**src/rtl/sfu_pkg.sv**
```systemverilog
package sfu_pkg;

  typedef enum logic [1:0] {
    OP_ADD  = 2'd0,
    OP_SUB  = 2'd1,
    OP_INC  = 2'd2,
    OP_MOVE = 2'd3
  } op_class_e;

  localparam int FLAG_N = 4;
  // bit positions inside the packed flags word
  localparam int FB_C = 0;
  localparam int FB_Z = 1;
  localparam int FB_S = 2;
  localparam int FB_V = 3;

endpackage

```
**src/rtl/sfu_width_sel.sv**
```systemverilog
// Turns the width select into a lane mask, a one-hot mark of the sign bit,
// and a one-hot mark of the carry-out position (one above the top bit).
module sfu_width_sel #(
  parameter int DATA_W   = 32,
  parameter int NARROW_W = 8,
  parameter int MID_W    = 16
) (
  input  logic [1:0]        width_sel,
  output logic [DATA_W-1:0] lane_mask,
  output logic [DATA_W-1:0] msb_oh,
  output logic [DATA_W:0]   cout_oh
);

  localparam logic [DATA_W-1:0] MASK_NARROW = {{(DATA_W-NARROW_W){1'b0}}, {NARROW_W{1'b1}}};
  localparam logic [DATA_W-1:0] MASK_MID    = {{(DATA_W-MID_W){1'b0}}, {MID_W{1'b1}}};
  localparam logic [DATA_W-1:0] MASK_FULL   = {DATA_W{1'b1}};

  always_comb begin
    case (width_sel)
      2'd0:    lane_mask = MASK_NARROW;
      2'd1:    lane_mask = MASK_MID;
      default: lane_mask = MASK_FULL;
    endcase
  end

  assign msb_oh  = lane_mask ^ (lane_mask >> 1);
  assign cout_oh = {1'b0, lane_mask} + {{DATA_W{1'b0}}, 1'b1};

endmodule

```
**src/rtl/sfu_flag_calc.sv**
```systemverilog
// Computes candidate flag values from operands and result at the chosen width.
module sfu_flag_calc
  import sfu_pkg::*;
#(
  parameter int DATA_W = 32
) (
  input  op_class_e         op,
  input  logic [DATA_W-1:0] lane_mask,
  input  logic [DATA_W-1:0] msb_oh,
  input  logic [DATA_W:0]   cout_oh,
  input  logic [DATA_W-1:0] opnd_a,
  input  logic [DATA_W-1:0] opnd_b,
  input  logic [DATA_W-1:0] result,
  output logic [FLAG_N-1:0] cand
);

  logic [DATA_W-1:0] a_m, b_m, r_m;
  logic [DATA_W:0]   sum_ext;
  logic              sgn_a, sgn_b, sgn_r;
  logic              add_carry, sub_borrow;

  assign a_m = opnd_a & lane_mask;
  assign b_m = opnd_b & lane_mask;
  assign r_m = result & lane_mask;

  assign sgn_a = |(opnd_a & msb_oh);
  assign sgn_b = |(opnd_b & msb_oh);
  assign sgn_r = |(result & msb_oh);

  assign sum_ext    = {1'b0, a_m} + {1'b0, b_m};
  assign add_carry  = |(sum_ext & cout_oh);
  assign sub_borrow = a_m < b_m;

  always_comb begin
    cand       = '0;
    cand[FB_Z] = (r_m == '0);
    cand[FB_S] = sgn_r;
    case (op)
      OP_ADD: begin
        cand[FB_C] = add_carry;
        cand[FB_V] = (sgn_a == sgn_b) && (sgn_r != sgn_a);
      end
      OP_SUB: begin
        cand[FB_C] = sub_borrow;
        cand[FB_V] = (sgn_a != sgn_b) && (sgn_r != sgn_a);
      end
      OP_INC: begin
        cand[FB_C] = 1'b0;
        cand[FB_V] = !sgn_a && sgn_r;
      end
      default: begin
        cand[FB_C] = 1'b0;
        cand[FB_V] = 1'b0;
      end
    endcase
  end

endmodule

```
**src/rtl/sfu_update_sel.sv**
```systemverilog
// Per operation class, which flags take the new value.
module sfu_update_sel
  import sfu_pkg::*;
(
  input  logic              wr_en,
  input  op_class_e         op,
  output logic [FLAG_N-1:0] upd
);

  logic [FLAG_N-1:0] cls_mask;

  always_comb begin
    case (op)
      OP_ADD, OP_SUB: cls_mask = '1;
      OP_INC: begin
        cls_mask       = '1;
        cls_mask[FB_C] = 1'b0;
      end
      default: cls_mask = '0;
    endcase
  end

  assign upd = wr_en ? cls_mask : '0;

endmodule

```
**src/rtl/status_flag_unit.sv**
```systemverilog
module status_flag_unit
  import sfu_pkg::*;
#(
  parameter int DATA_W   = 32,
  parameter int NARROW_W = 8,
  parameter int MID_W    = 16
) (
  input  logic              clk,
  input  logic              rst,
  input  logic              wr_en,
  input  logic [1:0]        op_cls,
  input  logic [1:0]        width_sel,
  input  logic [DATA_W-1:0] opnd_a,
  input  logic [DATA_W-1:0] opnd_b,
  input  logic [DATA_W-1:0] result,
  output logic              flag_c,
  output logic              flag_z,
  output logic              flag_s,
  output logic              flag_v,
  output logic [FLAG_N-1:0] flags_word
);

  op_class_e         op;
  logic [DATA_W-1:0] lane_mask, msb_oh;
  logic [DATA_W:0]   cout_oh;
  logic [FLAG_N-1:0] cand, upd, flag_q;

  assign op = op_class_e'(op_cls);

  sfu_width_sel #(.DATA_W(DATA_W), .NARROW_W(NARROW_W), .MID_W(MID_W)) u_wsel (
    .width_sel (width_sel),
    .lane_mask (lane_mask),
    .msb_oh    (msb_oh),
    .cout_oh   (cout_oh)
  );

  sfu_flag_calc #(.DATA_W(DATA_W)) u_calc (
    .op        (op),
    .lane_mask (lane_mask),
    .msb_oh    (msb_oh),
    .cout_oh   (cout_oh),
    .opnd_a    (opnd_a),
    .opnd_b    (opnd_b),
    .result    (result),
    .cand      (cand)
  );

  sfu_update_sel u_upd (
    .wr_en (wr_en),
    .op    (op),
    .upd   (upd)
  );

  for (genvar i = 0; i < FLAG_N; i++) begin : g_flag
    always_ff @(posedge clk) begin
      if (rst)         flag_q[i] <= 1'b0;
      else if (upd[i]) flag_q[i] <= cand[i];
    end
  end

  assign flags_word = flag_q;
  assign flag_c     = flag_q[FB_C];
  assign flag_z     = flag_q[FB_Z];
  assign flag_s     = flag_q[FB_S];
  assign flag_v     = flag_q[FB_V];

  assert_idle_hold_R2: assert property (@(posedge clk) disable iff (rst)
    !wr_en |=> $stable(flags_word));

  assert_move_hold_R3: assert property (@(posedge clk) disable iff (rst)
    (wr_en && op_cls == 2'd3) |=> $stable(flags_word));

  assert_inc_keeps_carry_R9: assert property (@(posedge clk) disable iff (rst)
    (wr_en && op_cls == 2'd2) |=> $stable(flag_c));

  assert_sub_equal_zero_R4: assert property (@(posedge clk) disable iff (rst)
    (wr_en && op_cls == 2'd1 && width_sel[1] && opnd_a == opnd_b && result == '0)
    |=> flag_z);

  assert_sub_borrow_R7: assert property (@(posedge clk) disable iff (rst)
    (wr_en && op_cls == 2'd1 && width_sel[1] && opnd_a < opnd_b) |=> flag_c);

endmodule

```
**config.mk**
```make
export PLATFORM = sky130hd
export DESIGN_NAME = status_flag_unit
export DESIGN_NICKNAME = d
export VERILOG_FILES = /design/src/rtl/sfu_pkg.sv /design/src/rtl/sfu_width_sel.sv /design/src/rtl/sfu_flag_calc.sv /design/src/rtl/sfu_update_sel.sv /design/src/rtl/status_flag_unit.sv
export SDC_FILE = /design/constraint.sdc
export NUM_CORES = 1
export LEC_CHECK = 0
export ABC_AREA = 1
export BUFFER_PORTS_ARGS = -buffer_cell sky130_fd_sc_hd__buf_2
export CAP_MARGIN = 20
export CORE_MARGIN = 2
export CORE_UTILIZATION = 52
export CTS_CLUSTER_SIZE = 30
export DETAILED_ROUTE_END_ITERATION = 8
export PLACE_DENSITY = 0.95
export SETUP_SLACK_MARGIN = 0.15
export SYNTH_ARGS = -nofsm -noshare
export SYNTH_HDL_FRONTEND = slang
export SYNTH_SLANG_ARGS = --single-unit
```
**constraint.sdc**
```tcl
create_clock -name clk -period 2.9 [get_ports clk]
set_input_delay 0.145 -clock clk [delete_from_list [all_inputs] [get_ports clk]]
set_output_delay 0.145 -clock clk [all_outputs]
set_load 0.02 [all_outputs]
```
==> run_summary.xml, run 1 <==
<?xml version="1.0" encoding="UTF-8"?>
<metrics>
  <group name="placement">
    <metric name="dp_worst_setup_slack" unit="ns">0.576</metric>
    <metric name="post-dp-hpwl" unit="µm">4820</metric>
    <metric name="placed_cell_area" unit="µm²">2880</metric>
    <metric name="place_congestion" unit="">0.807</metric>
    <metric name="port_buffer_count" unit="">110</metric>
  </group>
  <group name="final_layout">
    <metric name="finish.instance_area" unit="µm²">2920</metric>
    <metric name="fill_cells" unit="">384</metric>
    <metric name="post_route_cells_drive_above_1_share" unit="%">25.4</metric>
    <metric name="finalNetCount" unit="">660</metric>
    <metric name="syn2layout_area_growth" unit="%">26.7</metric>
    <metric name="antenna_cells" unit="">0</metric>
  </group>
  <group name="cts">
    <metric name="tritoncts" unit="">done</metric>
    <metric name="numCtsBuffers" unit="">3</metric>
    <metric name="post_cts.repair.setup_buffers" unit="">0</metric>
    <metric name="clk_pin_slew" unit="ns">0.03</metric>
    <metric name="cts-root-buf" unit="">clkbuf_8</metric>
    <metric name="postCtsResizedCells" unit="">0</metric>
    <metric name="htree_levels" unit="">1</metric>
    <metric name="clkSinkCount" unit="">4</metric>
    <metric name="post_cts_hold_buffer_count" unit="">0</metric>
    <metric name="clock_latency" unit="ns">0.22</metric>
    <metric name="ctsLongestPathBuffers" unit="">2</metric>
  </group>
  <group name="worst_setup_path">
    <metric name="worstPathRequired" unit="ns">3.05</metric>
    <metric name="worst-path-max-fanout" unit="">14</metric>
    <metric name="setup.worst_path.end_class" unit="">flip-flop</metric>
    <metric name="critPathArrivalTime" unit="ns">2.26</metric>
    <metric name="critical_path_class" unit="">input pin to flip-flop</metric>
    <metric name="rr_worst_depth" unit="">2</metric>
    <metric name="rr_endpoint" unit="">flag_z</metric>
    <metric name="reg2reg_from" unit="">flag_z</metric>
    <metric name="setup.worst_path.start_class" unit="">input pin</metric>
    <metric name="rrSetupSlack" unit="ns">2.27</metric>
  </group>
  <group name="synthesis">
    <metric name="synth.distinct_cells" unit="">36</metric>
    <metric name="synth.area.top_cells" unit="">ha_1 (34%), nand2_1 (16%), inv_1 (14%)</metric>
    <metric name="yosysWarningCount" unit="">0</metric>
    <metric name="area_share_of_the_leading_cell_type_in_the_synthesized_netlist" unit="%">34.2</metric>
    <metric name="syn-instance-count" unit="">386</metric>
    <metric name="yosys.area.top_type" unit="">ha_1</metric>
    <metric name="synth.yosys.seq_area_share" unit="%">3.48</metric>
    <metric name="synth_fp_nets" unit="">552</metric>
    <metric name="synth_area_per_cell" unit="µm²">5.97</metric>
    <metric name="synthesis.area" unit="µm²">2300</metric>
    <metric name="count_of_state_elements_after_synthesis" unit="">4</metric>
  </group>
  <group name="pwr">
    <metric name="intPower" unit="µW">306</metric>
    <metric name="power.share.combinational" unit="%">66.9</metric>
    <metric name="ir_drop" unit="µV">130</metric>
    <metric name="power_frac_clock" unit="%">21.8</metric>
    <metric name="total_switching_power" unit="µW">234</metric>
    <metric name="seqPwrFrac" unit="%">11.3</metric>
    <metric name="switching_share" unit="%">43.4</metric>
    <metric name="p_per_area" unit="nW/µm²">185</metric>
    <metric name="total_leakage_power" unit="µW">0.00201</metric>
  </group>
  <group name="sta">
    <metric name="final_period_minus_worst_setup_slack" unit="ns">2.11</metric>
    <metric name="timing.final.max_slew_violations" unit="">0</metric>
    <metric name="grt_setup_unrepaired" unit="">no</metric>
    <metric name="max_slew.worst_pin.slew" unit="ns">0.436</metric>
    <metric name="fmaxAchievable" unit="GHz">0.475</metric>
    <metric name="max_slew_margin" unit="%">70.6</metric>
    <metric name="final-setup-viol-count" unit="">0</metric>
    <metric name="hold_fails_final_rpt" unit="">0</metric>
    <metric name="final.period_utilization" unit="%">72.7</metric>
    <metric name="postLayoutSetupSlackWorst" unit="ns">0.793</metric>
    <metric name="skew" unit="ns">0</metric>
    <metric name="totalNegativeSetupSlack" unit="ns">0</metric>
  </group>
  <group name="route">
    <metric name="drcViolationCount" unit="">0</metric>
    <metric name="number_of_violations_reported_at_the_end_of_detailed_routing_iteration_0" unit="">50</metric>
    <metric name="wl" unit="µm">5400</metric>
    <metric name="detail-route-antenna-nets" unit="">0</metric>
    <metric name="drtPass1Iterations" unit="">4</metric>
    <metric name="via_count_normalized_by_instance_count" unit="">4.79</metric>
    <metric name="vias" unit="">2607</metric>
    <metric name="wire_per_inst" unit="µm">9.92</metric>
  </group>
  <group name="global_route">
    <metric name="wire_length_of_the_first_global_routing_pass" unit="µm">9460</metric>
    <metric name="first_global_vias" unit="">2559</metric>
    <metric name="grt_max_degree" unit="">20</metric>
    <metric name="final_global_route_overflow_total" unit="">0</metric>
    <metric name="grt_antenna_before_repair" unit="">0</metric>
    <metric name="grtUsageTotal" unit="%">21.9</metric>
  </group>
  <group name="hold_path">
    <metric name="holdPathStages" unit="">2</metric>
    <metric name="timing.hold.worst_endpoint" unit="">flag_c</metric>
    <metric name="worst_hold_startpoint" unit="">rst</metric>
    <metric name="hold_path_class" unit="">input pin to flip-flop</metric>
  </group>
  <group name="floorplan">
    <metric name="initial_core_util" unit="%">53.3</metric>
    <metric name="pin_count" unit="">111</metric>
    <metric name="chipHeight" unit="µm">70.6</metric>
    <metric name="design.core.area" unit="µm²">4320</metric>
    <metric name="floorplan.die_area" unit="µm²">4980</metric>
    <metric name="rows" unit="">24</metric>
    <metric name="dieWidth" unit="µm">70.6</metric>
  </group>
  <group name="run">
    <metric name="maxCapViolations" unit="">0</metric>
  </group>
  <group name="run_status">
    <metric name="outcome" unit="">finished, final reports clean</metric>
  </group>
</metrics>
[cell usage in the layout, fill, tap and decap left out]
cell,n
buf_2,110
nand2_1,101
inv_1,88
ha_1,63
a21oi_1,34
nor2_1,23
nand3_1,12
o21ai_0,9
nor4_1,7
o21bai_1,5
dfxtp_1,4
nor3_1,3
or2_1,3
clkbuf_8,3
nor2_4,2
o21a_1,2
nand4_1,2
nand2_2,2
and2_1,2
buf_4,2
inv_2,1
nand3_2,1
xnor2_1,1
xor2_1,1
o21ai_1,1
o211ai_1,1
nor3_2,1
nor2_2,1
nor4_2,1
nor3b_1,1
a21boi_0,1
clkinv_1,1
a21oi_2,1
or4_1,1
o2111ai_1,1
[critical path, stage by stage]
cell     delay [ns]
buf_2          0.20
nor2_4         0.33
inv_1          0.20
nand2_1        0.13
ha_1           0.26
inv_1          0.08
nand2_1        0.06
nor2_1         0.13
nand3_1        0.09
nor2_1         0.09
nand2_1        0.08
nand2_2        0.07
nand2_1        0.05
nand2_1        0.05
nand2_1        0.04
nand3_1        0.07
nand2_1        0.06
a21oi_2        0.11
[power by group through the flow]
stage,Sequential [µW],Combinational [µW],Clock (µW)
5_1_grt,61.4,420,127
6_report,61.1,361,118
2_1_floorplan,66.0,234,0
3_5_place_dp,61.8,360,0
3_3_place_gp,61.9,347,0
4_1_cts,61.1,363,120
[metal layers]
| layer | wire length [µm] | GRT usage [%] |
|---|---|---|
| met1 | 2280 | 25.4 |
| met2 | 2800 | 42.5 |
| met3 | 283 | 2.99 |
| met4 | 32 | 5.03 |
| met5 | 0 | 0 |
[cells in the mapped netlist, drive strengths merged]
| cell type | instances |
|---|---|
| or4 | 1 |
| inv | 89 |
| ha | 63 |
| or2 | 3 |
| nand2 | 103 |
| o211ai | 1 |
| clkinv | 1 |
| o21a | 2 |
| o2111ai | 1 |
| nor3 | 4 |
| nor3b | 1 |
| xor2 | 1 |
| xnor2 | 1 |
| nand3 | 13 |
| clkbuf | 3 |
| a21boi | 1 |
| o21bai | 5 |
| and2 | 2 |
| buf | 6 |
| nor2 | 26 |
| nand4 | 2 |
| o21ai | 10 |
| a21oi | 35 |
| dfxtp | 4 |
| nor4 | 8 |
[final cells by class]
cell class / instances / area, µm² / share of cell area [%]
sequential: 4 / 80.1 / 2.74
inverter: 90 / 338 / 11.6
multi-input combinational: 283 / 1830 / 62.6
tap: 52 / 65.1 / 2.23
clock buffer: 3 / 41.3 / 1.42
timing repair buffer: 112 / 566 / 19.4
[registers in the layout (all words and copies together), names as in the netlist]
name / count
flag_c: 1
flag_s: 1
flag_z: 1
flag_v: 1
[through the flow]
step | utilization [%] | hold WS, ns | instances | total power (µW)
after floorplan | - | 0.207 | 386 | 300
after global placement | 66.5 | 0.360 | 541 | 409
after detailed placement | 66.5 | 0.361 | 541 | 422
after CTS | 67.5 | 0.138 | 544 | 544
after global routing | 67.5 | 0.147 | 544 | 608
final | 67.5 | 0.143 | 544 | 540
[cells by family after synthesis]
| group | Yosys count | synth area share [%] |
|---|---|---|
| flip-flops | 4 | 3.48 |
| XOR/XNOR | 2 | 0.761 |
| adder cells (fa/ha/maj) | 63 | 34.2 |
| AND/OR/NAND/NOR | 163 | 31.1 |
| AO/OA/AOI/OAI | 55 | 13.3 |
| buffers and inverters | 99 | 17.2 |
[worst max path at each step]
stage                     depth (start not counted)  endpoint         start
after floorplan                                  13    flag_c  width_sel[1]
after global placement                           18    flag_c  width_sel[1]
after detailed placement                         18    flag_c  width_sel[1]
after CTS                                        18    flag_c  width_sel[1]
after global routing                             18    flag_c  width_sel[1]
final                                            18    flag_c  width_sel[1]
Power figures use the tool's default switching activity.
==> run 2: changes to the inputs <==
CORE_UTILIZATION = 48   (was 52)
PLACE_DENSITY = 0.93   (was 0.95)
clock period = 2 ns   (was 2.9 ns; I/O delays follow)
==> run_summary.xml, run 2 (same netlist as run 1, synthesis figures left out) <==
<?xml version="1.0" encoding="UTF-8"?>
<metrics>
  <group name="worst_setup_path">
    <metric name="rr_worst_depth" unit="">2</metric>
    <metric name="cpPeakStageDelay" unit="ns">0.33</metric>
    <metric name="slowest_stage" unit="">ha_1</metric>
    <metric name="cp_top_family" unit="">simple AND/OR/NAND/NOR gates</metric>
    <metric name="critical_path_class" unit="">input pin to flip-flop</metric>
    <metric name="cp.buffers_inverters" unit="">2</metric>
    <metric name="worstPathRequired" unit="ns">2.16</metric>
    <metric name="critPathArrivalTime" unit="ns">1.96</metric>
    <metric name="crit_top_cell" unit="">nand2_1</metric>
    <metric name="crit_chain" unit="">buf_4, nor2_4, buf_6, nor2_1, ha_1, nand2_1, o21ai_0, a21oi_1, nand2_1, nand2_1, nand2_1, a21oi_1, nand2_1, a21oi_2</metric>
    <metric name="setup.worst_path.start_class" unit="">input pin</metric>
    <metric name="setup.worst_path.end_class" unit="">flip-flop</metric>
    <metric name="worst-path-stages" unit="">14</metric>
    <metric name="worst-path-max-fanout" unit="">7</metric>
  </group>
  <group name="route">
    <metric name="via_count_normalized_by_instance_count" unit="">4.93</metric>
    <metric name="drtPass1Iterations" unit="">4</metric>
    <metric name="wire_per_inst" unit="µm">11.0</metric>
    <metric name="vias" unit="">2728</metric>
    <metric name="wl" unit="µm">6100</metric>
    <metric name="number_of_violations_reported_at_the_end_of_detailed_routing_iteration_0" unit="">82</metric>
    <metric name="drcViolationCount" unit="">0</metric>
    <metric name="detail-route-antenna-nets" unit="">0</metric>
  </group>
  <group name="run_status">
    <metric name="outcome" unit="">finished, final reports clean</metric>
  </group>
  <group name="pwr">
    <metric name="p_per_area" unit="nW/µm²">280</metric>
    <metric name="intPower" unit="µW">475</metric>
    <metric name="seqPwrFrac" unit="%">10.3</metric>
    <metric name="power.share.combinational" unit="%">68.8</metric>
    <metric name="switching_share" unit="%">44.9</metric>
    <metric name="total_switching_power" unit="µW">386</metric>
    <metric name="power_frac_clock" unit="%">20.9</metric>
    <metric name="total_leakage_power" unit="µW">0.00206</metric>
    <metric name="ir_drop" unit="µV">157</metric>
  </group>
  <group name="final_layout">
    <metric name="final_cell_count_no_fill" unit="">553</metric>
    <metric name="leading_cell_types_in_the_layout_fill_and_taps_excluded" unit="">buf_2 (108), nand2_1 (97), inv_1 (85)</metric>
    <metric name="post_route_cells_drive_above_1_share" unit="%">29.7</metric>
    <metric name="seq_area" unit="µm²">80.1</metric>
    <metric name="multiInputGateArea" unit="µm²">1910</metric>
    <metric name="mostFrequentLayoutCell" unit="">buf_2</metric>
    <metric name="fin_util" unit="%">66.1</metric>
    <metric name="fill_cells" unit="">388</metric>
    <metric name="antenna_cells" unit="">0</metric>
    <metric name="syn2layout_area_growth" unit="%">33.7</metric>
    <metric name="finalNetCount" unit="">667</metric>
  </group>
  <group name="sta">
    <metric name="totalNegativeSetupSlack" unit="ns">0</metric>
    <metric name="timing.final.max_slew_violations" unit="">0</metric>
    <metric name="final-setup-viol-count" unit="">0</metric>
    <metric name="max_slew_margin" unit="%">70.1</metric>
    <metric name="timing.hold.ws" unit="ns">0.0868</metric>
    <metric name="grt_setup_unrepaired" unit="">yes</metric>
    <metric name="max_slew.worst_pin.slew" unit="ns">0.444</metric>
    <metric name="hold_fails_final_rpt" unit="">0</metric>
    <metric name="fmaxAchievable" unit="GHz">0.557</metric>
    <metric name="final_period_minus_worst_setup_slack" unit="ns">1.80</metric>
    <metric name="postLayoutSetupSlackWorst" unit="ns">0.204</metric>
    <metric name="skew" unit="ns">0</metric>
    <metric name="final.period_utilization" unit="%">89.8</metric>
  </group>
  <group name="global_route">
    <metric name="final_global_route_overflow_total" unit="">0</metric>
    <metric name="grt_antenna_before_repair" unit="">0</metric>
    <metric name="grt_max_degree" unit="">25</metric>
    <metric name="wire_length_of_the_first_global_routing_pass" unit="µm">9400</metric>
    <metric name="first_global_vias" unit="">2508</metric>
    <metric name="grtUsageTotal" unit="%">21.1</metric>
  </group>
  <group name="floorplan">
    <metric name="initial_core_util" unit="%">49.4</metric>
    <metric name="design.core.area" unit="µm²">4660</metric>
    <metric name="dieWidth" unit="µm">73.3</metric>
    <metric name="chipHeight" unit="µm">73.3</metric>
    <metric name="pin_count" unit="">111</metric>
    <metric name="floorplan.die_area" unit="µm²">5370</metric>
    <metric name="rows" unit="">25</metric>
  </group>
  <group name="cts">
    <metric name="htree_levels" unit="">1</metric>
    <metric name="ctsLongestPathBuffers" unit="">2</metric>
    <metric name="cts-root-buf" unit="">clkbuf_8</metric>
    <metric name="clock_latency" unit="ns">0.22</metric>
    <metric name="clk_pin_slew" unit="ns">0.04</metric>
    <metric name="clkSinkCount" unit="">4</metric>
    <metric name="numCtsBuffers" unit="">3</metric>
    <metric name="tritoncts" unit="">done</metric>
  </group>
  <group name="run">
    <metric name="maxCapViolations" unit="">0</metric>
  </group>
  <group name="placement">
    <metric name="dp_worst_setup_slack" unit="ns">0.0156</metric>
    <metric name="post-dp-hpwl" unit="µm">5080</metric>
    <metric name="numPlacedInstances" unit="">548</metric>
    <metric name="port_buffer_count" unit="">110</metric>
    <metric name="place_congestion" unit="">0.902</metric>
  </group>
  <group name="hold_path">
    <metric name="hold_path_class" unit="">input pin to flip-flop</metric>
    <metric name="holdPathStages" unit="">2</metric>
  </group>
</metrics>
-- run 2: changes by cell type in the layout (fill, tap and decap cells not counted), moves of 2 or more --
cell,change
buf_4,+6
nand2_1,-4
ha_1,-3
ha_4,+3
inv_1,-3
nand2_2,+3
nor2_1,-3
buf_2,-2
buf_6,+2
inv_2,+2
nor2_2,+2
-- run 2: repair_timing --
item | 4_1_cts | 5_1_grt
hold endpoints to repair | 0 | 0
buffers inserted | 0 | 2
gates resized for setup | 0 | 24
hold buffers | 0 | 0
endpoints found under the setup margin | 0 | 1
-- run 2: power groups by stage --
stage | clock (µW) | sequential (µW) | combinational [µW]
2_1_floorplan | 0 | 95.6 | 341
4_1_cts | 175 | 88.5 | 547
3_5_place_dp | 0 | 89.6 | 542
6_report | 180 | 88.5 | 593
5_1_grt | 181 | 89.3 | 675
3_3_place_gp | 0 | 89.7 | 515
-- run 2: worst paths after layout --
path                                   start     end  slack [ns]
worst max-delay path            width_sel[0]  flag_c        0.20
worst min-delay path                     rst  flag_c        0.09
worst max register to register        flag_v  flag_v        1.37
worst min register to register        flag_s  flag_s        0.49
-- run 2: area by class of cell --
cell class | instances | area share, %
Multi-Input combinational cell | 283 | 61.9
Tap cell | 54 | 2.19
Timing Repair Buffer | 119 | 20.9
Sequential cell | 4 | 2.60
Inverter | 90 | 11.0
Clock buffer | 3 | 1.34
-- run 2: metrics by stage --
| step | area [µm²] | total power [µW] |
|---|---|---|
| finish | 3080 | 861 |
| global placement | 2930 | 604 |
| detailed placement | 2930 | 631 |
| CTS | 2970 | 810 |
| global route | 3080 | 945 |
| floorplan | 2310 | 437 |
-- run 2: layer usage --
metal  up-vias  share of wire [%]  track usage [%]  routed length (µm)
met5         -                  0                0                   0
met4         0                2.5             5.14                 151
met3        18                5.0             1.51                 307
met2        94                 52             43.2                3190
met1      1193                 40             22.8                2450
li1       1423                  -                -                   -
==> run 3: changes to the inputs <==
ABC_AREA = default   (was 1)
CORE_UTILIZATION = 47   (was 48)
PLACE_DENSITY = 0.92   (was 0.93)
==> run_summary.xml, run 3 <==
<?xml version="1.0" encoding="UTF-8"?>
<metrics>
  <group name="placement">
    <metric name="post-dp-hpwl" unit="µm">6240</metric>
    <metric name="place_congestion" unit="">0.927</metric>
    <metric name="numPlacedInstances" unit="">522</metric>
    <metric name="port_buffer_count" unit="">110</metric>
  </group>
  <group name="final_layout">
    <metric name="syn2layout_area_growth" unit="%">63.5</metric>
    <metric name="mostFrequentLayoutCell" unit="">buf_2</metric>
    <metric name="antenna_cells" unit="">0</metric>
    <metric name="finalNetCount" unit="">652</metric>
    <metric name="final_cell_count_no_fill" unit="">536</metric>
    <metric name="fin_util" unit="%">81.4</metric>
    <metric name="leading_cell_types_in_the_layout_fill_and_taps_excluded" unit="">buf_2 (108), buf_4 (69), ha_1 (56)</metric>
    <metric name="post_route_cells_drive_above_1_share" unit="%">50.4</metric>
  </group>
  <group name="pwr">
    <metric name="p_per_area" unit="nW/µm²">310</metric>
    <metric name="total_power" unit="µW">1110</metric>
    <metric name="total_leakage_power" unit="µW">0.00202</metric>
    <metric name="ir_drop" unit="µV">172</metric>
  </group>
  <group name="cts">
    <metric name="clock_latency" unit="ns">0.24</metric>
    <metric name="ctsLongestPathBuffers" unit="">2</metric>
    <metric name="cts-root-buf" unit="">clkbuf_8</metric>
    <metric name="clkSinkCount" unit="">4</metric>
    <metric name="tritoncts" unit="">done</metric>
    <metric name="htree_levels" unit="">1</metric>
    <metric name="clk_pin_slew" unit="ns">0.04</metric>
    <metric name="numCtsBuffers" unit="">3</metric>
  </group>
  <group name="sta">
    <metric name="final_period_minus_worst_setup_slack" unit="ns">2.31</metric>
    <metric name="final-setup-viol-count" unit="">1</metric>
    <metric name="grt_setup_unrepaired" unit="">yes</metric>
    <metric name="skew" unit="ns">0</metric>
    <metric name="totalNegativeSetupSlack" unit="ns">-0.314</metric>
    <metric name="timing.final.max_slew_violations" unit="">0</metric>
    <metric name="final.period_utilization" unit="%">116</metric>
    <metric name="fmaxAchievable" unit="GHz">0.432</metric>
    <metric name="max_slew_margin" unit="%">67.1</metric>
    <metric name="max_slew.worst_pin.slew" unit="ns">0.487</metric>
    <metric name="postLayoutSetupSlackWorst" unit="ns">-0.314</metric>
    <metric name="hold_fails_final_rpt" unit="">0</metric>
  </group>
  <group name="worst_setup_path">
    <metric name="cp_top_family" unit="">simple AND/OR/NAND/NOR gates</metric>
    <metric name="critical_path_class" unit="">input pin to flip-flop</metric>
    <metric name="cpPeakStageDelay" unit="ns">0.33</metric>
    <metric name="slowest_stage" unit="">nor4_4</metric>
    <metric name="rrSetupSlack" unit="ns">0.51</metric>
    <metric name="worstPathRequired" unit="ns">2.12</metric>
    <metric name="cp.buffers_inverters" unit="">2</metric>
    <metric name="setup.worst_path.start_class" unit="">input pin</metric>
    <metric name="worst-path-max-fanout" unit="">7</metric>
    <metric name="setup.worst_path.end_class" unit="">flip-flop</metric>
    <metric name="crit_chain" unit="">buf_8, or2_4, buf_6, and2_4, ha_4, nand4b_1, nor4_4, nor4b_4, a221o_1, a311oi_2, o21ai_1, a22oi_1</metric>
    <metric name="critPathArrivalTime" unit="ns">2.43</metric>
  </group>
  <group name="route">
    <metric name="wl" unit="µm">9430</metric>
    <metric name="drtPass1Iterations" unit="">5</metric>
    <metric name="drcViolationCount" unit="">0</metric>
    <metric name="detail-route-antenna-nets" unit="">0</metric>
    <metric name="wire_per_inst" unit="µm">17.6</metric>
    <metric name="vias" unit="">3163</metric>
    <metric name="via_count_normalized_by_instance_count" unit="">5.90</metric>
    <metric name="number_of_violations_reported_at_the_end_of_detailed_routing_iteration_0" unit="">268</metric>
  </group>
  <group name="synthesis">
    <metric name="area_share_of_the_leading_cell_type_in_the_synthesized_netlist" unit="%">35.9</metric>
    <metric name="synth_fp_nets" unit="">476</metric>
    <metric name="synth_common_cells" unit="">ha_1 (63), nand2_1 (33), and2_1 (26)</metric>
    <metric name="yosys.area.top_type" unit="">ha_1</metric>
    <metric name="synth_area_per_cell" unit="µm²">7.09</metric>
    <metric name="synth.distinct_cells" unit="">47</metric>
    <metric name="synthesis.area" unit="µm²">2200</metric>
    <metric name="synth_xor_area_share" unit="%">0.797</metric>
    <metric name="synth.area.top_cells" unit="">ha_1 (36%), and2_1 (7.4%), nand2_1 (5.6%)</metric>
    <metric name="number_of_flops_mapped_to_enable_cells_by_yosys" unit="">0</metric>
    <metric name="yosysWarningCount" unit="">0</metric>
    <metric name="combinational_family_with_the_most_area_after_synthesis" unit="">adder cells</metric>
    <metric name="synth_compound_gate_area_share" unit="%">18.3</metric>
    <metric name="synth.yosys.seq_area_share" unit="%">3.64</metric>
    <metric name="yosys_most_used_dff" unit="">dfxtp_1</metric>
    <metric name="syn-instance-count" unit="">310</metric>
    <metric name="synth_fa_ha_area_share" unit="%">35.9</metric>
    <metric name="count_of_state_elements_after_synthesis" unit="">4</metric>
    <metric name="mux_contribution_to_synthesized_area" unit="%">2.28</metric>
    <metric name="async_flop_share" unit="%">0</metric>
    <metric name="dominant_cell_by_count_in_the_synthesized_netlist" unit="">ha_1</metric>
    <metric name="synth-simple-area-share" unit="%">28.5</metric>
  </group>
  <group name="run_status">
    <metric name="outcome" unit="">finished with violations</metric>
    <metric name="failing_checks" unit="">negative setup slack</metric>
  </group>
  <group name="floorplan">
    <metric name="dieWidth" unit="µm">72.4</metric>
    <metric name="design.core.area" unit="µm²">4410</metric>
    <metric name="rows" unit="">24</metric>
    <metric name="floorplan.die_area" unit="µm²">5240</metric>
    <metric name="pin_count" unit="">111</metric>
    <metric name="initial_core_util" unit="%">49.8</metric>
    <metric name="chipHeight" unit="µm">72.4</metric>
  </group>
  <group name="global_route">
    <metric name="grtUsageTotal" unit="%">31.3</metric>
    <metric name="wire_length_of_the_first_global_routing_pass" unit="µm">13100</metric>
    <metric name="grt_antenna_before_repair" unit="">0</metric>
    <metric name="final_global_route_overflow_total" unit="">0</metric>
    <metric name="grt_max_degree" unit="">14</metric>
    <metric name="first_global_vias" unit="">3216</metric>
  </group>
  <group name="hold_path">
    <metric name="hold_path_class" unit="">input pin to flip-flop</metric>
  </group>
  <group name="run">
    <metric name="maxCapViolations" unit="">0</metric>
  </group>
</metrics>
[run 3: cell types whose count changed after synthesis, moves of 5 or more]
cell | before | now
nor2_1 | 23 | 12
inv_2 | 1 | 23
a21oi_1 | 34 | 24
nand3_1 | 12 | 1
o21ai_1 | 1 | 8
mux2i_1 | 0 | 5
inv_1 | 88 | 24
and2_1 | 2 | 26
nand2_1 | 101 | 33
[run 3: metrics by stage]
step	setup WS [ns]	hold WS, ns	instance area, µm²
2_1_floorplan	-0.333	0.169	2270
5_1_grt	-0.391	0.115	3590
3_3_place_gp	-0.440	0.332	3270
3_5_place_dp	-0.752	0.341	3270
6_report	-0.314	0.0972	3590
4_1_cts	-0.219	0.109	3430
[run 3: kinds of logic (layout without fill, tap and decap cells)]
family	Yosys count	after routing
AOI/OAI and AO/OA	64	64
and+or+nand+nor	114	114
adders and majority gates	63	63
DFF	4	4
xor gates and xnor gates	2	2
muxes	5	5
buffers and inverters	58	232
[run 3: final cells by class]
type	instances	area, µm²
timing repair buffer	182	1130
multi-input combinational	248	2100
tap	52	65.1
inverter	47	179
sequential	4	80.1
fill	264	822
clock buffer	3	41.3
[run 3: per-layer routing]
metal	track usage, %	routed length, µm	part of all wire [%]	up-vias
met2	61.0	4690	50	253
met4	23.9	598	6.3	0
met5	0	0	0	-
met1	27.4	3270	35	1421
li1	-	-	-	1420
met3	6.67	866	9.2	69
[run 3: power breakdown]
group          total, µW  internal (µW)  switching, µW
Combinational        825            408            417
Sequential          89.2           84.8           4.44
Clock                198            131           67.7
[run 3: final timing paths]
| path | from | endpoint | cells past startpoint |
|---|---|---|---|
| setup / recovery | width_sel[1] | flag_c | 12 |
| hold / removal | rst | flag_s | 2 |
| setup reg to reg | flag_c | flag_c | 6 |
| hold reg to reg | flag_v | flag_v | 2 |
[run 3: timing repair]
item / in CTS / in global routing
setup buffers: 7 / 4
gates resized for setup: 18 / 25
hold buffers: 0 / 0
pin swaps: 15 / 14
endpoints found under the setup margin: 1 / 1
